[config.mk]
export PLATFORM = sky130hd
export DESIGN_NAME = cis_line_seq
export DESIGN_NICKNAME = d
export VERILOG_FILES = /design/src/rtl/cis_seq_pkg.sv /design/src/rtl/cis_cfg_reg.sv /design/src/rtl/cis_pclk_gen.sv /design/src/rtl/cis_line_ctl.sv /design/src/rtl/cis_strobe_dly.sv /design/src/rtl/cis_line_seq.sv
export SDC_FILE = /design/constraint.sdc
export NUM_CORES = 1
export LEC_CHECK = 0
export ABC_AREA = 1
export BUFFER_PORTS_ARGS = -buffer_cell sky130_fd_sc_hd__buf_4
export CAP_MARGIN = 20
export CORE_ASPECT_RATIO = 1.75
export CORE_UTILIZATION = 55
export CTS_CLUSTER_DIAMETER = 100
export DETAILED_ROUTE_END_ITERATION = 8
export PLACE_DENSITY = 0.88
export SLEW_MARGIN = 30
export SYNTH_ARGS = -nofsm -noshare
export SYNTH_HDL_FRONTEND = slang
export SYNTH_SLANG_ARGS = --single-unit
export TNS_END_PERCENT = 5
[constraint.sdc]
create_clock -name clk -period 3.6 [get_ports clk]
set_input_delay 0.18 -clock clk [delete_from_list [all_inputs] [get_ports clk]]
set_output_delay 0.18 -clock clk [all_outputs]
set_load 0.005 [all_outputs]
[src/rtl/cis_seq_pkg.sv]
package cis_seq_pkg;
  typedef enum logic [1:0] {COL_R = 2'd0, COL_G = 2'd1, COL_B = 2'd2} colour_e;
  typedef enum logic [1:0] {LED_OFF = 2'd0, LED_ALL = 2'd1, LED_ROT = 2'd2, LED_ROT3 = 2'd3} ledmode_e;

  function automatic colour_e col_next(colour_e c);
    case (c)
      COL_R:   col_next = COL_G;
      COL_G:   col_next = COL_B;
      default: col_next = COL_R;
    endcase
  endfunction
endpackage

[src/rtl/cis_cfg_reg.sv]
module cis_cfg_reg #(
  parameter int HALF_W   = 8,
  parameter int LINE_W   = 16,
  parameter int MIN_HALF = 7,
  parameter int MAX_HALF = 50,
  parameter int MAX_LINE = 40000,
  parameter int MIN_HI   = 5310,
  parameter int MIN_LO   = 2730
) (
  input  logic              clk,
  input  logic              rst_n,
  input  logic              cfg_we,
  input  logic              cfg_run,
  input  logic              cfg_hires,
  input  logic [1:0]        cfg_mode,
  input  logic [HALF_W-1:0] cfg_half,
  input  logic [LINE_W-1:0] cfg_line,
  input  logic [HALF_W:0]   cfg_dly,
  output logic              run_q,
  output logic              hires_q,
  output cis_seq_pkg::ledmode_e mode_q,
  output logic [HALF_W-1:0] half_q,
  output logic [LINE_W-1:0] line_q,
  output logic [HALF_W:0]   dly_q
);
  import cis_seq_pkg::*;
  logic [HALF_W-1:0] half_c;
  logic [LINE_W-1:0] floor_c, line_c;
  logic [HALF_W:0]   dmax_c, dly_c;

  always_comb begin
    if (cfg_half < HALF_W'(MIN_HALF))      half_c = HALF_W'(MIN_HALF);
    else if (cfg_half > HALF_W'(MAX_HALF)) half_c = HALF_W'(MAX_HALF);
    else                                   half_c = cfg_half;
    floor_c = cfg_hires ? LINE_W'(MIN_HI) : LINE_W'(MIN_LO);
    if (cfg_line < floor_c)                line_c = floor_c;
    else if (cfg_line > LINE_W'(MAX_LINE)) line_c = LINE_W'(MAX_LINE);
    else                                   line_c = cfg_line;
    dmax_c = {half_c, 1'b0} - 1'b1;
    dly_c  = (cfg_dly > dmax_c) ? dmax_c : cfg_dly;
  end

  always_ff @(posedge clk) begin
    if (!rst_n) begin
      run_q   <= 1'b0;
      hires_q <= 1'b1;
      mode_q  <= LED_OFF;
      half_q  <= HALF_W'(MIN_HALF);
      line_q  <= LINE_W'(MIN_HI);
      dly_q   <= '0;
    end else if (cfg_we) begin
      run_q   <= cfg_run;
      hires_q <= cfg_hires;
      mode_q  <= ledmode_e'(cfg_mode);
      half_q  <= half_c;
      line_q  <= line_c;
      dly_q   <= dly_c;
    end
  end


  half_range_chk: assert property (@(posedge clk) disable iff (!rst_n)
    (half_q >= HALF_W'(MIN_HALF)) && (half_q <= HALF_W'(MAX_HALF)));

  line_floor_chk: assert property (@(posedge clk) disable iff (!rst_n)
    line_q >= (hires_q ? LINE_W'(MIN_HI) : LINE_W'(MIN_LO)));
endmodule

[src/rtl/cis_pclk_gen.sv]
module cis_pclk_gen #(
  parameter int HALF_W   = 8,
  parameter int MIN_HALF = 7
) (
  input  logic              clk,
  input  logic              rst_n,
  input  logic [HALF_W-1:0] half_use,
  output logic              cp,
  output logic              rise_ev,
  output logic              fall_ev
);
  logic [HALF_W-1:0] hcnt;
  logic              term;

  assign term    = (hcnt >= half_use - 1'b1);
  assign rise_ev = term && !cp;
  assign fall_ev = term && cp;

  always_ff @(posedge clk) begin
    if (!rst_n) begin
      hcnt <= '0;
      cp   <= 1'b0;
    end else if (term) begin
      hcnt <= '0;
      cp   <= ~cp;
    end else begin
      hcnt <= hcnt + 1'b1;
    end
  end

  // checker state: cycles the clock level has been held
  logic [HALF_W-1:0] held;
  always_ff @(posedge clk) begin
    if (!rst_n)                   held <= HALF_W'(1);
    else if (term)                held <= HALF_W'(1);
    else if (held != '1)          held <= held + 1'b1;
  end


  cp_phase_chk: assert property (@(posedge clk) disable iff (!rst_n)
    $changed(cp) |-> ($past(held) >= HALF_W'(MIN_HALF)));
endmodule

[src/rtl/cis_line_ctl.sv]
module cis_line_ctl #(
  parameter int HALF_W = 8,
  parameter int LINE_W = 16,
  parameter int DUMMY  = 82,
  parameter int ACT_HI = 5160,
  parameter int ACT_LO = 2580
) (
  input  logic              clk,
  input  logic              rst_n,
  input  logic              run_q,
  input  logic              hires_q,
  input  cis_seq_pkg::ledmode_e mode_q,
  input  logic [HALF_W-1:0] half_q,
  input  logic [LINE_W-1:0] line_q,
  input  logic [HALF_W:0]   dly_q,
  input  logic              cp,
  input  logic              rise_ev,
  input  logic              fall_ev,
  output logic              sp,
  output logic              res_sel,
  output logic [HALF_W-1:0] half_use,
  output logic [HALF_W:0]   dly_sh,
  output logic              arm,
  output logic [LINE_W-1:0] arm_idx,
  output logic              busy,
  output logic [1:0]        col_tag,
  output logic              led_r,
  output logic              led_g,
  output logic              led_b
);
  import cis_seq_pkg::*;
  logic              active;
  logic [LINE_W-1:0] pos, line_sh, last_pix, next_pos;
  logic [HALF_W-1:0] half_sh;
  ledmode_e          mode_sh;
  colour_e           col_cur, col_nxt;
  logic              start_due;

  assign last_pix  = LINE_W'(DUMMY) + (res_sel ? LINE_W'(ACT_HI) : LINE_W'(ACT_LO));
  assign start_due = run_q && !sp && (!active || pos >= line_sh);
  assign next_pos  = sp ? LINE_W'(1) : pos + 1'b1;
  assign arm       = rise_ev && active && (next_pos > LINE_W'(DUMMY)) && (next_pos <= last_pix);
  assign arm_idx   = next_pos - LINE_W'(DUMMY + 1);
  assign busy      = active && (pos != '0) && (pos <= last_pix);
  assign half_use  = active ? half_sh : half_q;
  assign col_tag   = col_cur;

  always_ff @(posedge clk) begin
    if (!rst_n) begin
      sp <= 1'b0; active <= 1'b0; pos <= '0; line_sh <= '0;
      half_sh <= '0; dly_sh <= '0; res_sel <= 1'b0; mode_sh <= LED_OFF;
      col_cur <= COL_R; col_nxt <= COL_R;
    end else begin
      if (fall_ev) begin
        if (sp) begin
          sp <= 1'b0;
        end else if (start_due) begin
          sp      <= 1'b1;
          active  <= 1'b1;
          pos     <= '0;
          line_sh <= line_q;
          half_sh <= half_q;
          dly_sh  <= dly_q;
          res_sel <= hires_q;
          mode_sh <= mode_q;
          col_cur <= col_nxt;
          col_nxt <= col_next(col_nxt);
        end else if (active && pos >= line_sh) begin
          active <= 1'b0;
          pos    <= '0;
        end
      end
      if (rise_ev && active) pos <= next_pos;
    end
  end

  always_comb begin
    {led_r, led_g, led_b} = 3'b000;
    if (active) begin
      case (mode_sh)
        LED_ALL: {led_r, led_g, led_b} = 3'b111;
        LED_ROT, LED_ROT3: begin
          led_r = (col_cur == COL_R);
          led_g = (col_cur == COL_G);
          led_b = (col_cur == COL_B);
        end
        default: {led_r, led_g, led_b} = 3'b000;
      endcase
    end
  end


  sp_on_fall_chk: assert property (@(posedge clk) disable iff (!rst_n)
    $changed(sp) |-> $fell(cp));

  res_hold_chk: assert property (@(posedge clk) disable iff (!rst_n)
    $changed(res_sel) |-> $rose(sp));

  led_single_chk: assert property (@(posedge clk) disable iff (!rst_n)
    mode_sh[1] |-> $onehot0({led_r, led_g, led_b}));

  busy_entry_chk: assert property (@(posedge clk) disable iff (!rst_n)
    $rose(busy) |-> sp);
endmodule

[src/rtl/cis_strobe_dly.sv]
module cis_strobe_dly #(
  parameter int HALF_W = 8,
  parameter int LINE_W = 16
) (
  input  logic              clk,
  input  logic              rst_n,
  input  logic              arm,
  input  logic [LINE_W-1:0] arm_idx,
  input  logic [HALF_W:0]   dly_sh,
  output logic              stb,
  output logic [LINE_W-1:0] idx
);
  logic            pend;
  logic [HALF_W:0] cnt;

  assign stb = pend && (cnt == '0);

  always_ff @(posedge clk) begin
    if (!rst_n) begin
      pend <= 1'b0; cnt <= '0; idx <= '0;
    end else if (arm) begin
      pend <= 1'b1; cnt <= dly_sh; idx <= arm_idx;
    end else if (pend) begin
      if (cnt == '0) pend <= 1'b0;
      else           cnt  <= cnt - 1'b1;
    end
  end


  stb_before_rise_chk: assert property (@(posedge clk) disable iff (!rst_n)
    (arm && pend) |-> (cnt == '0));
endmodule

[src/rtl/cis_line_seq.sv]
module cis_line_seq #(
  parameter int CHIPS    = 15,
  parameter int PIX_HI   = 344,
  parameter int PIX_LO   = 172,
  parameter int DUMMY    = 82,
  parameter int MARGIN   = 150,
  parameter int MIN_HALF = 7,
  parameter int MAX_HALF = 50,
  parameter int MAX_LINE = 40000,
  parameter int HALF_W   = 8,
  parameter int LINE_W   = 16
) (
  input  logic              clk,
  input  logic              rst_n,
  input  logic              cfg_we,
  input  logic              cfg_run,
  input  logic              cfg_hires,
  input  logic [1:0]        cfg_mode,
  input  logic [HALF_W-1:0] cfg_half,
  input  logic [LINE_W-1:0] cfg_line,
  input  logic [HALF_W:0]   cfg_dly,
  output logic              sensor_clk,
  output logic              line_start,
  output logic              res_sel,
  output logic              led_r,
  output logic              led_g,
  output logic              led_b,
  output logic              smp_stb,
  output logic [LINE_W-1:0] pix_idx,
  output logic              line_busy,
  output logic [1:0]        col_tag
);
  import cis_seq_pkg::*;
  localparam int ACT_HI = CHIPS * PIX_HI;
  localparam int ACT_LO = CHIPS * PIX_LO;

  logic              run_q, hires_q, rise_ev, fall_ev, arm;
  ledmode_e          mode_q;
  logic [HALF_W-1:0] half_q, half_use;
  logic [LINE_W-1:0] line_q, arm_idx;
  logic [HALF_W:0]   dly_q, dly_sh;

  cis_cfg_reg #(.HALF_W(HALF_W), .LINE_W(LINE_W), .MIN_HALF(MIN_HALF), .MAX_HALF(MAX_HALF),
                .MAX_LINE(MAX_LINE), .MIN_HI(ACT_HI + MARGIN), .MIN_LO(ACT_LO + MARGIN)) u_cfg (
    .clk, .rst_n, .cfg_we, .cfg_run, .cfg_hires, .cfg_mode, .cfg_half, .cfg_line, .cfg_dly,
    .run_q, .hires_q, .mode_q, .half_q, .line_q, .dly_q);

  cis_pclk_gen #(.HALF_W(HALF_W), .MIN_HALF(MIN_HALF)) u_pclk (
    .clk, .rst_n, .half_use, .cp(sensor_clk), .rise_ev, .fall_ev);

  cis_line_ctl #(.HALF_W(HALF_W), .LINE_W(LINE_W), .DUMMY(DUMMY),
                 .ACT_HI(ACT_HI), .ACT_LO(ACT_LO)) u_ctl (
    .clk, .rst_n, .run_q, .hires_q, .mode_q, .half_q, .line_q, .dly_q,
    .cp(sensor_clk), .rise_ev, .fall_ev, .sp(line_start), .res_sel, .half_use, .dly_sh,
    .arm, .arm_idx, .busy(line_busy), .col_tag, .led_r, .led_g, .led_b);

  cis_strobe_dly #(.HALF_W(HALF_W), .LINE_W(LINE_W)) u_stb (
    .clk, .rst_n, .arm, .arm_idx, .dly_sh, .stb(smp_stb), .idx(pix_idx));


  stb_in_busy_chk: assert property (@(posedge clk) disable iff (!rst_n)
    smp_stb |-> line_busy);
endmodule

Yosys cells after proc, flatten, opt, wreduce, memory -nomap -nowiden
Cells that the tools add are included.
{"block": "totals", "out_inout_bits": 26, "word_cells": 109, "register_bits": 130, "in_bits": 40}
{"block": "classes", "muxes": 31, "n_eq_ne": 8, "order_cmp": 10, "bitwise": 3, "n_reduce_logical": 29, "add_sub_neg": 7}
{"cell": "$mux W16", "n": 8}
{"cell": "$mux W9", "n": 4}
{"cell": "$le A16 B16 Y1", "n": 2}
{"cell": "$mux W13", "n": 2}
{"cell": "$mux W8", "n": 3}
{"cell": "$sub A9 B1 Y9 const B", "n": 2}
{"cell": "$add A16 B1 Y16 const B", "n": 1}
{"cell": "$add A8 B16 Y16 const A", "n": 1}
{"cell": "$ge A16 B16 Y1", "n": 1}
{"cell": "$gt A16 B16 Y1 const B", "n": 1}
{"cell": "$gt A16 B7 Y1 const B", "n": 1}
{"cell": "$lt A16 B16 Y1", "n": 1}
{"cell": "$reduce_bool A16 Y1", "n": 1}
{"cell": "$sub A16 B7 Y16 const B", "n": 1}
{"cell": "$logic_and A1 B1 Y1", "n": 11}
{"cell": "$mux W1", "n": 10}
{"cell": "$gt A9 B9 Y1", "n": 1}
{"cell": "$logic_not A9 Y1", "n": 1}
{"cell": "$reduce_and A3 Y1", "n": 3}
{"cell": "$add A8 B1 Y8 const B", "n": 1}
{"cell": "$ge A8 B8 Y1", "n": 1}
{"cell": "$gt A8 B6 Y1 const B", "n": 1}
{"cell": "$lt A8 B3 Y1 const B", "n": 1}
{"cell": "$sub A8 B1 Y8 const B", "n": 1}
{"cell": "13 further kinds", "n": 28}

Depth between registers and ports, before layout
{"block": "logic_depth", "depth_word": 9, "depth_mapped": 23}

Modules after synthesis
From an unflattened synthesis, not the netlist that was laid out.
{"block": "hier_totals", "cells_unflattened": 1272, "hier_area_um2": 8335.5}
{"mod": "cis_line_ctl", "area_per_inst_um2": 4209.0, "n_inst": 1, "seq_area_each_um2": 1161.1, "cells_each": 667}
{"mod": "cis_cfg_reg", "area_per_inst_um2": 2177.1, "n_inst": 1, "seq_area_each_um2": 740.7, "cells_each": 321}
{"mod": "cis_strobe_dly", "area_per_inst_um2": 1244.9, "n_inst": 1, "seq_area_each_um2": 520.5, "cells_each": 192}
{"mod": "cis_pclk_gen", "area_per_inst_um2": 704.4, "n_inst": 1, "seq_area_each_um2": 180.2, "cells_each": 92}

Worst setup path before layout
Ideal clock, no wire load.
{"block": "synth_path", "path_kind": "reg2reg", "startpoint": "register u_ctl.active", "endpoint": "register u_ctl.dly_sh[3]", "path_slack_ns": 0.184, "t_arrival_ns": 3.288, "period_less_slack_ns": 3.416, "required_ns": 3.472, "stages_incl_launch_ff": 23, "path_cell_list": "dfxtp_1 buf_2 clkinv_1 nand2_1 nand2_1 inv_1 nand3_1 nand3b_1 nand3b_1 xor2_1 inv_1 ha_1 nand2_1 nor2_1 nand4_1 o2111ai_1 nand2_1 nor3_1 nand2_1 inv_1 clkbuf_1 clkbuf_1 a21oi_1"}
{"block": "synth_between", "elab_chain_cells": 5}
{"element": "start, declared", "line_no": "cis_line_ctl.sv:32", "rtl": "logic active;"}
{"element": "start signal, assigned", "line_no": "cis_line_ctl.sv:50", "rtl": "sp <= 1'b0; active <= 1'b0; pos <= '0; line_sh <= '0;"}
{"element": "start signal, assigned", "line_no": "cis_line_ctl.sv:59", "rtl": "active <= 1'b1;"}
{"element": "start signal, assigned", "line_no": "cis_line_ctl.sv:69", "rtl": "active <= 1'b0;"}
{"element": "$mux W8", "line_no": "cis_line_ctl.sv:45", "rtl": "assign half_use = active ? half_sh : half_q;"}
{"element": "$sub A8 B1 Y8", "line_no": "cis_pclk_gen.sv:15", "rtl": "assign term = (hcnt >= half_use - 1'b1);"}
{"element": "$ge A8 B8 Y1", "line_no": "cis_pclk_gen.sv:15"}
{"element": "$logic_and A1 B1 Y1", "line_no": "cis_pclk_gen.sv:17", "rtl": "assign fall_ev = term && cp;"}
{"element": "$reduce_and A3 Y1 (no line) *"}
{"element": "end signal, assigned", "line_no": "cis_line_ctl.sv:63", "rtl": "dly_sh <= dly_q;"}
{"element": "end, declared", "line_no": "cis_line_ctl.sv:22", "rtl": "output logic [HALF_W:0] dly_sh,"}
Every way passes the cells marked *; elsewhere a longest branch is shown, timed or not.
A chain may end at the register's enable or synchronous reset.

Worst setup path in the final report
{"block": "layout_path", "startpoint": "register u_ctl.active", "endpoint": "register u_ctl.col_cur[1], in the netlist u_ctl.col_tag[1]"}
{"block": "layout_between", "elab_chain_cells": 5}
{"element": "$mux W8", "line_no": "cis_line_ctl.sv:45"}
{"element": "$sub A8 B1 Y8", "line_no": "cis_pclk_gen.sv:15"}
{"element": "$ge A8 B8 Y1", "line_no": "cis_pclk_gen.sv:15"}
{"element": "$logic_and A1 B1 Y1", "line_no": "cis_pclk_gen.sv:17"}
{"element": "$reduce_and A3 Y1 (no line) *"}
{"element": "end signal, assigned", "line_no": "cis_line_ctl.sv:66", "rtl": "col_cur <= col_nxt;"}
{"element": "end, declared", "line_no": "cis_line_ctl.sv:36", "rtl": "colour_e col_cur, col_nxt;"}
Marks and branches as above.

==> results.md <==
* Peak supply drop at 0.336 mV
* First-pass GRT wire length at 34300 um
* Dpl hpwl at 14700 um
* Vias in the first global route at 7725
* CP arrival at 3610 ps
* Skew-Pair Late Insertion Delay at 420 ps
* Worst Hold End: u_cfg.dly_q[7]$_SDFFE_PN0P_
* Relative slew margins at 0.455
* Final Hold Fails at 0
* Post-CTS Setup Bufs at 0
* Hold path depth at 3
* Min-delay src: cfg_dly[7]
* Core area at 13500 um2
* Fin nets at 1272
* Overflow after GRT at 0
* Switch Pwr at 0.000837 W
* Bufs on Longest Clock Path at 2
* Number of port buffers at 65
* CTS tree: yes
* WP data required at 3910 ps
* Drt first pass iters at 6
* RSZ-0062 raised after global routing: false
* Placer Congestion at 0.946
* PwrDens at 392 nW/um2
* Vias/cell at 5.76
* # fillers at 1105
* Syn Area/Cell at 6.92 um2
* Startpoint class of the critical path: flop
* Die width at 91.1 um
* Clk pin slew, worst setup/hold paths at 60 ps
* P&R area growth vs syn at 17.5%
* Layout cells sized above 1 at 0.128
* Max Slew Vio Count at 0
* Via count at 7824
* Cells after Synth at 1105
* R2R Path End: u_ctl.col_tag[1]$_SDFFE_PN0P_
* Initial core utilization at 0.569
* R2R cell count at 19
* CTS Sinks at 130
* Crit-path max FO at 29
* H-tree levels at 4
* Initial antenna violation count at 0
* WHS at 28.0 ps
* Yosys Warn Count at 0
* Post-route DRC at 0
* Top_reg_cell synth: dfxtp_1
* Num rows at 56
* Root Buffer: clkbuf_16
* FFs w/ async S/R, synth at 0
* Crit Path Class: reg -> reg
* Int Pwr at 0.00269 W
* Maxcap violations at 0
* Leakage at 4.09 nW
* Seq pwr share at 0.426
* Sw Ratio at 0.237
* DR iter-0 viols at 483
* Outcome: completed
* FF-to-FF setup slack at 300 ps
* Die footprint at 14400 um2
* Worst Setup End Kind: flop
* Final WL at 20800 um
* Combinational share of power at 0.078
* GR Util All Layers at 0.301
* Setup TNS at 0 ps
* Fmax at 303 MHz
* Yosys cell types at 48
* Antenna cells at 0
* EDFF count, synth at 0
* CTS Buf Count at 17
* Least-Margin Pin Slew at 808 ps
* Clock power frac at 0.495
* Final clock period utilization by the worst path at 0.917
* I/O pins at 66
* Die height at 158 um
* Crit path time final at 3300 ps
* Post-synthesis cell area at 7650 um2
* Hold Crit Class: in -> reg
* Worst R2R Start: u_ctl.active$_SDFFE_PN0P_
* Clk_skew at 5.38 ps
* Final number of setup-violating endpoints at 0
* Largest net degree at the start of global routing at 61
* Post-route antenna net violation count at 0
* #FFs+latches synth at 130
* Register area share after synthesis at 0.340
* Wire per inst at 15.3 um
[per-stage QoR]
step	power [W]	instance area, um2	utilization	worst slack (ps)	std cells
after global placement	0.00179	8330	0.620	269	1324
after global routing	0.00364	8990	0.668	10.6	1358
after floorplan	0.00170	7650	-	184	1106
after CTS	0.00353	8970	0.667	94.8	1358
final	0.00353	8990	0.668	299	1358
after detailed placement	0.00180	8330	0.620	51.4	1324
[state kept, by name (all words and copies together), names as in the netlist]
name / cells
u_cfg.line_q: 16
u_ctl.line_sh: 16
u_ctl.pos: 16
u_stb.idx: 16
u_cfg.dly_q: 9
u_ctl.dly_sh: 9
u_stb.cnt: 9
u_cfg.half_q: 8
u_ctl.half_sh: 8
u_pclk.hcnt: 8
u_cfg.mode_q: 2
u_ctl.col_nxt: 2
u_ctl.col_tag: 2
u_ctl.mode_sh: 2
u_cfg.hires_q: 1
u_cfg.run_q: 1
u_ctl.active: 1
u_ctl.res_sel: 1
u_ctl.sp: 1
u_pclk.cp: 1
u_stb.pend: 1
[cell usage in the layout, fill, tap and decap left out, types with 13 or more instances in the layout]
master / count
a21oi_1: 108
buf_4: 83
clkbuf_16: 17
dfxtp_1: 127
ha_1: 60
inv_1: 124
nand2_1: 229
nand3_1: 94
nand4_1: 23
nor2_1: 98
nor3_1: 13
o21ai_0: 77
xor2_1: 16
[layout make-up]
type / count / area, um2 / area share
clock buffer: 18 / 439 / 0.0489
clock inverter: 13 / 160 / 0.0178
inverter: 130 / 488 / 0.0543
multi-input combinational: 805 / 4390 / 0.489
sequential: 130 / 2610 / 0.290
tap: 174 / 218 / 0.0242
timing repair buffer: 88 / 684 / 0.0761
[synth_stat cells (8+ instances only)]
cell type  number  area, um2
o21ai_0        82        410
buf_2           8       40.0
clkbuf_1       28        105
dfxtp_1       130       2600
nand4_1        23        144
nand3_1        94        470
nor3_1         13       65.1
inv_1         124        465
or2_2           9       56.3
a21oi_1       108        541
nand2_1       231        867
ha_1           60        751
xor2_1         16        140
nor2_1         98        368
[power groups by stage]
stage	clock network, W	registers (W)	logic [W]
after floorplan	0	0.00153	0.000171
after global placement	0	0.00153	0.000255
after detailed placement	0	0.00153	0.000264
after CTS	0.00175	0.00150	0.000271
after global routing	0.00182	0.00151	0.000313
final	0.00175	0.00150	0.000276
[kinds of logic (layout without fill, tap and decap cells)]
family | count (synthesis) | after routing | synth area share
other cells | 1 | 2 | 0.000490
compound gates | 222 | 222 | 0.159
mux | 3 | 3 | 0.00393
flops | 130 | 130 | 0.340
buf+inv | 171 | 249 | 0.0882
fa+ha+maj | 60 | 60 | 0.0982
xor+xnor | 23 | 23 | 0.0263
simple gates | 495 | 495 | 0.284
[layer usage]
layer | track usage | up-vias | wire length (um)
met3 | 0.0620 | 98 | 1120
met2 | 0.583 | 330 | 11400
met1 | 0.281 | 3575 | 7230
li1 | - | 3821 | -
met5 | 0 | - | 0
met4 | 0.198 | 0 | 1040
[how the worst max path moves through the flow]
stage	from	end	slack (ps)	cells after the start
global route	u_ctl.active$_SDFFE_PN0P_	u_ctl.col_tag[1]$_SDFFE_PN0P_	10	19
floorplan	u_ctl.active$_SDFFE_PN0P_	u_ctl.dly_sh[3]$_SDFFE_PN0P_	180	22
finish	u_ctl.active$_SDFFE_PN0P_	u_ctl.col_tag[1]$_SDFFE_PN0P_	300	19
detailed placement	u_ctl.active$_SDFFE_PN0P_	u_stb.cnt[3]$_SDFFE_PN0P_	50	21
global placement	u_ctl.active$_SDFFE_PN0P_	u_stb.cnt[3]$_SDFFE_PN0P_	270	18
CTS	u_ctl.active$_SDFFE_PN0P_	u_stb.cnt[1]$_SDFFE_PN0P_	90	21
[timing repair]
item                       CTS  global route
hold endpoints to repair     3             0
hold buffers                 3             0
setup endpoints to repair    1            81
resized for setup            1            13
[worst max-delay path, cell delays in order, from the launching register on]
cell       delay [ps]
dfxtp_4           390
mux2i_1           300
nand3_1           150
nand3b_1          210
nand3b_1          190
xor2_1            150
inv_1              50
ha_1              280
nand2_1            90
nor2_1            140
nand4_1           120
o2111ai_2         140
nand2_1           140
nor3_1            150
nand2_1           140
inv_1             150
buf_12            180
nand2_1            80
nand2_1            80
a21oi_1            50
Note: power is estimated with default switching activity, not from simulation.
